$ cat src/rtl/plm_pkg.sv
package plm_pkg;
  typedef enum logic [1:0] {
    PAIR_IDLE    = 2'd0,
    PAIR_WAIT_FB = 2'd1,
    PAIR_WAIT_RF = 2'd2
  } pair_state_e;

  localparam int CH_REF = 0;
  localparam int CH_FB  = 1;
  localparam int N_CH   = 2;
endpackage

$ cat src/rtl/plm_edge_sync.sv
module plm_edge_sync #(
  parameter int N = 2
) (
  input  logic         clk,
  input  logic         rst_n,
  input  logic [N-1:0] raw_i,
  output logic [N-1:0] rise_o
);
  for (genvar g = 0; g < N; g++) begin : g_ch
    logic s1, s2, s3;

    always_ff @(posedge clk) begin
      if (!rst_n) begin
        s1 <= 1'b0;
        s2 <= 1'b0;
        s3 <= 1'b0;
      end else begin
        s1 <= raw_i[g];
        s2 <= s1;
        s3 <= s2;
      end
    end

    assign rise_o[g] = s2 & ~s3;


    rise_single_chk: assert property (@(posedge clk) disable iff (!rst_n)
      rise_o[g] |=> !rise_o[g]);
  end
endmodule

$ cat src/rtl/plm_pair_meter.sv
module plm_pair_meter
  import plm_pkg::*;
#(
  parameter int TIMEOUT_TICKS = 64,
  localparam int CNT_W = $clog2(TIMEOUT_TICKS + 1),
  localparam int ERR_W = CNT_W + 1
) (
  input  logic                    clk,
  input  logic                    rst_n,
  input  logic                    ref_rise,
  input  logic                    fb_rise,
  output logic                    meas_valid,
  output logic signed [ERR_W-1:0] meas_err,
  output logic                    miss
);
  pair_state_e st;
  logic [CNT_W-1:0] cnt;
  logic             tmo;

  assign tmo = (cnt == CNT_W'(TIMEOUT_TICKS));

  always_ff @(posedge clk) begin
    if (!rst_n) begin
      st         <= PAIR_IDLE;
      cnt        <= '0;
      meas_valid <= 1'b0;
      meas_err   <= '0;
      miss       <= 1'b0;
    end else begin
      meas_valid <= 1'b0;
      miss       <= 1'b0;
      case (st)
        PAIR_IDLE: begin
          if (ref_rise && fb_rise) begin
            meas_valid <= 1'b1;
            meas_err   <= '0;
            cnt        <= '0;
          end else if (ref_rise) begin
            st  <= PAIR_WAIT_FB;
            cnt <= CNT_W'(1);
          end else if (fb_rise) begin
            st  <= PAIR_WAIT_RF;
            cnt <= CNT_W'(1);
          end else if (tmo) begin
            miss <= 1'b1;
            cnt  <= '0;
          end else begin
            cnt <= cnt + 1'b1;
          end
        end
        PAIR_WAIT_FB: begin
          if (fb_rise) begin
            meas_valid <= 1'b1;
            meas_err   <= $signed({1'b0, cnt});
            st         <= PAIR_IDLE;
            cnt        <= '0;
          end else if (tmo) begin
            miss <= 1'b1;
            st   <= PAIR_IDLE;
            cnt  <= '0;
          end else begin
            cnt <= cnt + 1'b1;
          end
        end
        PAIR_WAIT_RF: begin
          if (ref_rise) begin
            meas_valid <= 1'b1;
            meas_err   <= -$signed({1'b0, cnt});
            st         <= PAIR_IDLE;
            cnt        <= '0;
          end else if (tmo) begin
            miss <= 1'b1;
            st   <= PAIR_IDLE;
            cnt  <= '0;
          end else begin
            cnt <= cnt + 1'b1;
          end
        end
        default: begin
          st  <= PAIR_IDLE;
          cnt <= '0;
        end
      endcase
    end
  end


  valid_miss_excl_chk: assert property (@(posedge clk) disable iff (!rst_n)
    !(meas_valid && miss));


  miss_single_chk: assert property (@(posedge clk) disable iff (!rst_n)
    miss |=> !miss);
endmodule

$ cat src/rtl/plm_lock_qual.sv
module plm_lock_qual #(
  parameter int ERR_W      = 8,
  parameter int LOSS_TICKS = 4,
  parameter int HOLD_TICKS = 2,
  parameter int GOOD_RUN   = 8,
  localparam int RUN_W = $clog2(GOOD_RUN + 1)
) (
  input  logic                    clk,
  input  logic                    rst_n,
  input  logic                    meas_valid,
  input  logic signed [ERR_W-1:0] meas_err,
  input  logic                    miss,
  output logic                    lol,
  output logic                    lock_ok
);
  logic [ERR_W-1:0] mag;
  logic [RUN_W-1:0] run;
  logic             big, tight;

  always_comb begin
    mag   = meas_err[ERR_W-1] ? ERR_W'(-meas_err) : ERR_W'(meas_err);
    big   = (mag >= ERR_W'(LOSS_TICKS));
    tight = (mag <= ERR_W'(HOLD_TICKS));
  end

  always_ff @(posedge clk) begin
    if (!rst_n) begin
      lol     <= 1'b1;
      lock_ok <= 1'b0;
      run     <= '0;
    end else begin
      lock_ok <= 1'b0;
      if (miss) begin
        lol <= 1'b1;
        run <= '0;
      end else if (meas_valid) begin
        if (big) begin
          lol <= 1'b1;
          run <= '0;
        end else if (tight) begin
          if (run == RUN_W'(GOOD_RUN - 1)) begin
            run     <= RUN_W'(GOOD_RUN);
            lock_ok <= 1'b1;
            lol     <= 1'b0;
          end else if (run != RUN_W'(GOOD_RUN)) begin
            run <= run + 1'b1;
          end
        end else begin
          run <= '0;
        end
      end
    end
  end


  run_bound_chk: assert property (@(posedge clk) disable iff (!rst_n)
    run <= RUN_W'(GOOD_RUN));


  lock_clears_lol_chk: assert property (@(posedge clk) disable iff (!rst_n)
    lock_ok |-> !lol);


  lock_pulse_chk: assert property (@(posedge clk) disable iff (!rst_n)
    lock_ok |=> !lock_ok);


  lol_cause_chk: assert property (@(posedge clk) disable iff (!rst_n)
    $rose(lol) |-> $past(meas_valid || miss));
endmodule

$ cat src/rtl/phase_lock_monitor.sv
module phase_lock_monitor
  import plm_pkg::*;
#(
  parameter int LOSS_TICKS    = 4,
  parameter int HOLD_TICKS    = 2,
  parameter int GOOD_RUN      = 8,
  parameter int TIMEOUT_TICKS = 64,
  localparam int CNT_W = $clog2(TIMEOUT_TICKS + 1),
  localparam int ERR_W = CNT_W + 1
) (
  input  logic                    clk,
  input  logic                    rst_n,
  input  logic                    ref_raw,
  input  logic                    fb_raw,
  output logic                    lol,
  output logic                    lock_ok,
  output logic                    err_valid,
  output logic signed [ERR_W-1:0] err
);
  logic [N_CH-1:0] raw_v, rise_v;
  logic            miss;

  assign raw_v[CH_REF] = ref_raw;
  assign raw_v[CH_FB]  = fb_raw;

  plm_edge_sync #(.N(N_CH)) u_sync (
    .clk    (clk),
    .rst_n  (rst_n),
    .raw_i  (raw_v),
    .rise_o (rise_v)
  );

  plm_pair_meter #(.TIMEOUT_TICKS(TIMEOUT_TICKS)) u_meter (
    .clk        (clk),
    .rst_n      (rst_n),
    .ref_rise   (rise_v[CH_REF]),
    .fb_rise    (rise_v[CH_FB]),
    .meas_valid (err_valid),
    .meas_err   (err),
    .miss       (miss)
  );

  plm_lock_qual #(
    .ERR_W      (ERR_W),
    .LOSS_TICKS (LOSS_TICKS),
    .HOLD_TICKS (HOLD_TICKS),
    .GOOD_RUN   (GOOD_RUN)
  ) u_qual (
    .clk        (clk),
    .rst_n      (rst_n),
    .meas_valid (err_valid),
    .meas_err   (err),
    .miss       (miss),
    .lol        (lol),
    .lock_ok    (lock_ok)
  );
endmodule

$ cat config.mk
export PLATFORM = sky130hd
export DESIGN_NAME = phase_lock_monitor
export DESIGN_NICKNAME = d
export VERILOG_FILES = /design/src/rtl/plm_pkg.sv /design/src/rtl/plm_edge_sync.sv /design/src/rtl/plm_pair_meter.sv /design/src/rtl/plm_lock_qual.sv /design/src/rtl/phase_lock_monitor.sv
export SDC_FILE = /design/constraint.sdc
export NUM_CORES = 1
export LEC_CHECK = 0
export ABC_AREA = 1
export CAP_MARGIN = 20
export CORE_AREA = 2 2 67 69
export CTS_CLUSTER_DIAMETER = 100
export CTS_CLUSTER_SIZE = 40
export DETAILED_ROUTE_END_ITERATION = 10
export DIE_AREA = 0 0 69 71
export DONT_BUFFER_PORTS = 1
export GPL_ROUTABILITY_DRIVEN = 0
export HOLD_SLACK_MARGIN = 0.05
export PLACE_DENSITY = 0.7
export SKIP_CTS_REPAIR_TIMING = 1
export SLEW_MARGIN = 0
export SYNTH_ARGS = -nofsm -noshare
export SYNTH_HDL_FRONTEND = slang
export SYNTH_SLANG_ARGS = --single-unit
$ cat constraint.sdc
create_clock -name clk -period 1.4 [get_ports clk]
set_input_delay 0.28 -clock clk [delete_from_list [all_inputs] [get_ports clk]]
set_output_delay 0.28 -clock clk [all_outputs]
set_load 0.005 [all_outputs]
==> flow_metrics.py <==
metrics = {
    "clocking": {
        "cts_tree": "done",
        "clock_path_buffers": 2,
        "cts.sinks": 31,
        "path_clk_slew_ns": 0.06,
        "clk_latency_ns": 0.28,
        "htree_levels": 2,
        "clockRootBuffer": "clkbuf_8",
        "cts_buffers": 5,
    },
    "synth": {
        "syn-num-nets": 270,
        "synth_seq_area_share_pct": 34.7,
        "synth-seq-cells": 31,
        "ys.flop_type": "dfxtp_1",
        "synth-compound-area-share_pct": 12.4,
        "avgSynthCellArea_um2": 6.95,
        "yosys.area_share.xor_xnor_pct": 1.96,
        "muxShareOfSynthArea_pct": 0,
        "yosys.area_share.adder_pct": 6.30,
        "synth_edf_count": 0,
        "syn_area_mm2": 0.00179,
        "synth_cells": 257,
        "synth_top_family_by_area": "simple AND/OR/NAND/NOR gates",
        "synth_warnings": 0,
        "synthSimpleGateAreaFrac_pct": 34.1,
        "synth_cell_types": 34,
        "synth-async-reset-ratio_pct": 0,
    },
    "timing": {
        "fin_ws_ns": -0.147,
        "finalCriticalPeriod_ns": 1.55,
        "tightest_slew_ns": 0.353,
        "relSlewSlack_pct": 76.4,
        "setup_violations": 17,
        "rsz0062_at_grt": "true",
        "holdWs_ns": 0.0965,
        "fmax_ghz": 0.647,
        "setup_tns_ns": -1.10,
        "skew_ns": 0.00442,
        "fin_crit_sh_pct": 110,
        "finalHoldViolCount": 0,
        "final_max_slew_viol_count": 0,
    },
    "die": {
        "dieHeight_um": 71,
        "rows": 24,
        "die_width_um": 69,
        "ios": 15,
        "die_area_mm2": 0.00490,
        "initial_utilization_pct": 42.5,
        "fp.coreArea_mm2": 0.00420,
    },
    "route": {
        "drc": 0,
        "dr.pass1.iters": 4,
        "vias_per_cell": 4.83,
        "detail-route-antenna-nets": 0,
        "num_vias": 1728,
        "wl_mm": 4.07,
        "wl_per_cell_um": 11.4,
        "drt_iter0_drc": 70,
    },
    "hold_path": {
        "hold_path.class": "in2reg",
    },
    "power": {
        "cellLeakagePower_nw": 1.10,
        "total_power_mw": 2.44,
        "power.density_mw_per_mm2": 977,
        "ir_worst_vdd_mv": 0.587,
    },
    "layout": {
        "mostFrequentLayoutCells": "47 x nand2_1, 43 x buf_4, 26 x inv_1",
        "regArea_um2": 636,
        "multiInputGateArea_mm2": 0.00116,
        "nFillCells": 386,
        "final_common_cell": "nand2_1",
        "area_delta_synth_final_pct": 39.7,
        "nets": 318,
        "post-route-cell-area_mm2": 0.00250,
        "stdcell_count": 358,
        "diodes": 0,
        "postLayoutCoreUtil_pct": 59.4,
        "drive_above_1_share_pct": 43.1,
    },
    "run": {
        "drv_cap": 0,
    },
    "grt": {
        "grt_pass1_wl_mm": 6.62,
        "grt_max_degree": 10,
        "grt_usage_pct": 16.3,
        "grt_overflow_total": 0,
        "grt_pass1_vias": 1540,
        "antenna_found_initial": 0,
    },
    "setup_path": {
        "cp.arrival_ns": 1.72,
        "critical_path_required_ns": 1.57,
        "worstSetupPathType": "reg2reg",
        "rr_worst_depth": 10,
        "cp-endpoint": "u_qual.lol$_SDFFE_PP1P_",
        "worstSetupStartpoint": "u_meter.meas_err[1]$_SDFFE_PN0P_",
        "r2r_end": "u_qual.lol$_SDFFE_PP1P_",
        "end_kind": "register",
        "r2r_start": "u_meter.meas_err[1]$_SDFFE_PN0P_",
        "cp-start-kind": "register",
        "cp_max_fo": 5,
        "regToRegSetupSlack_ns": -0.15,
    },
    "placement": {
        "hpwlAfterDp_mm": 2.87,
        "io_buffers": 0,
        "pre_cts_ws_ns": -0.132,
        "post-place-cells": 337,
        "place_area_mm2": 0.00213,
    },
    "status": {
        "status": "finished, violations left",
        "violations": "setup timing",
    },
}
-- cell families (layout without fill, tap and decap cells) --
| group | count (synthesis) | after routing |
|---|---|---|
| flops | 31 | 31 |
| compound gates | 37 | 37 |
| fa+ha+maj | 9 | 9 |
| simple gates | 127 | 127 |
| xor+xnor | 4 | 4 |
| buf+inv | 49 | 98 |
-- worst min path at each step --
stage               start                            to  cells after the start
global route        rst_n  u_sync.g_ch[1].s3$_SDFF_PN0_                      2
CTS                 rst_n  u_sync.g_ch[1].s1$_SDFF_PN0_                      2
detailed placement  rst_n  u_sync.g_ch[1].s1$_SDFF_PN0_                      2
global placement    rst_n  u_sync.g_ch[1].s2$_SDFF_PN0_                      2
floorplan           rst_n  u_sync.g_ch[0].s1$_SDFF_PN0_                      2
finish              rst_n  u_sync.g_ch[1].s1$_SDFF_PN0_                      2
-- critical path, stage by stage (launching register included) --
cell and delay [ns]:
dfxtp_2 0.36, inv_2 0.06, ha_4 0.17, nand3b_1 0.16, nand2_2 0.06, nand3_2 0.07, nor2_4 0.17, buf_4 0.15
nand2_2 0.07, o21ai_1 0.12, nand2_1 0.06
-- power by group --
group | leakage, nW | total [mW] | switching [mW] | internal (mW)
combinational | 0.796 | 0.718 | 0.366 | 0.351
clock | 0.0515 | 0.763 | 0.315 | 0.448
sequential | 0.256 | 0.957 | 0.0370 | 0.920
total | 1.10 | 2.44 | 0.718 | 1.72
-- routing by layer --
metal	GRT usage, %	wire [um]	vias to the layer above
met4	4.79	60	0
met1	20.7	1810	771
met3	4.13	175	7
li1	-	-	912
met5	0	0	-
met2	27.5	2030	38
-- sequential cells by signal, indices dropped and copies added (netlist names) --
name / flops
u_meter.cnt: 7
u_meter.meas_err: 8
u_meter.meas_valid: 1
u_meter.miss: 1
u_meter.st: 2
u_qual.lock_ok: 1
u_qual.lol: 1
u_qual.run: 4
u_sync.g_ch.s1: 2
u_sync.g_ch.s2: 2
u_sync.g_ch.s3: 2
-- synth_stat cells, types with 2 or more instances --
| cell type | count | share of area [%] |
|---|---|---|
| nor3b_1 | 2 | 0.84 |
| nand2_2 | 2 | 0.70 |
| o21ai_0 | 8 | 2.2 |
| a31oi_1 | 5 | 1.8 |
| inv_2 | 8 | 1.7 |
| nor2_4 | 5 | 3.2 |
| nor2_1 | 30 | 6.3 |
| nand3_1 | 14 | 3.9 |
| nand4_1 | 5 | 1.8 |
| xnor2_1 | 2 | 0.98 |
| ha_1 | 9 | 6.3 |
| nor2_2 | 2 | 0.70 |
| nand2_1 | 59 | 12 |
| o21ai_1 | 2 | 0.56 |
| a21oi_1 | 15 | 4.2 |
| buf_2 | 3 | 0.84 |
| or2_2 | 2 | 0.70 |
| inv_1 | 37 | 7.8 |
| dfxtp_1 | 31 | 35 |
| xor2_1 | 2 | 0.98 |
-- final cells by class --
type / count / share of cell area [%]
multi-input combinational: 177 / 46.6
tap: 52 / 2.61
timing repair buffer: 45 / 13.8
inverter: 45 / 7.47
clock buffer: 8 / 4.01
sequential: 31 / 25.5
Power figures use the tool's default switching activity.
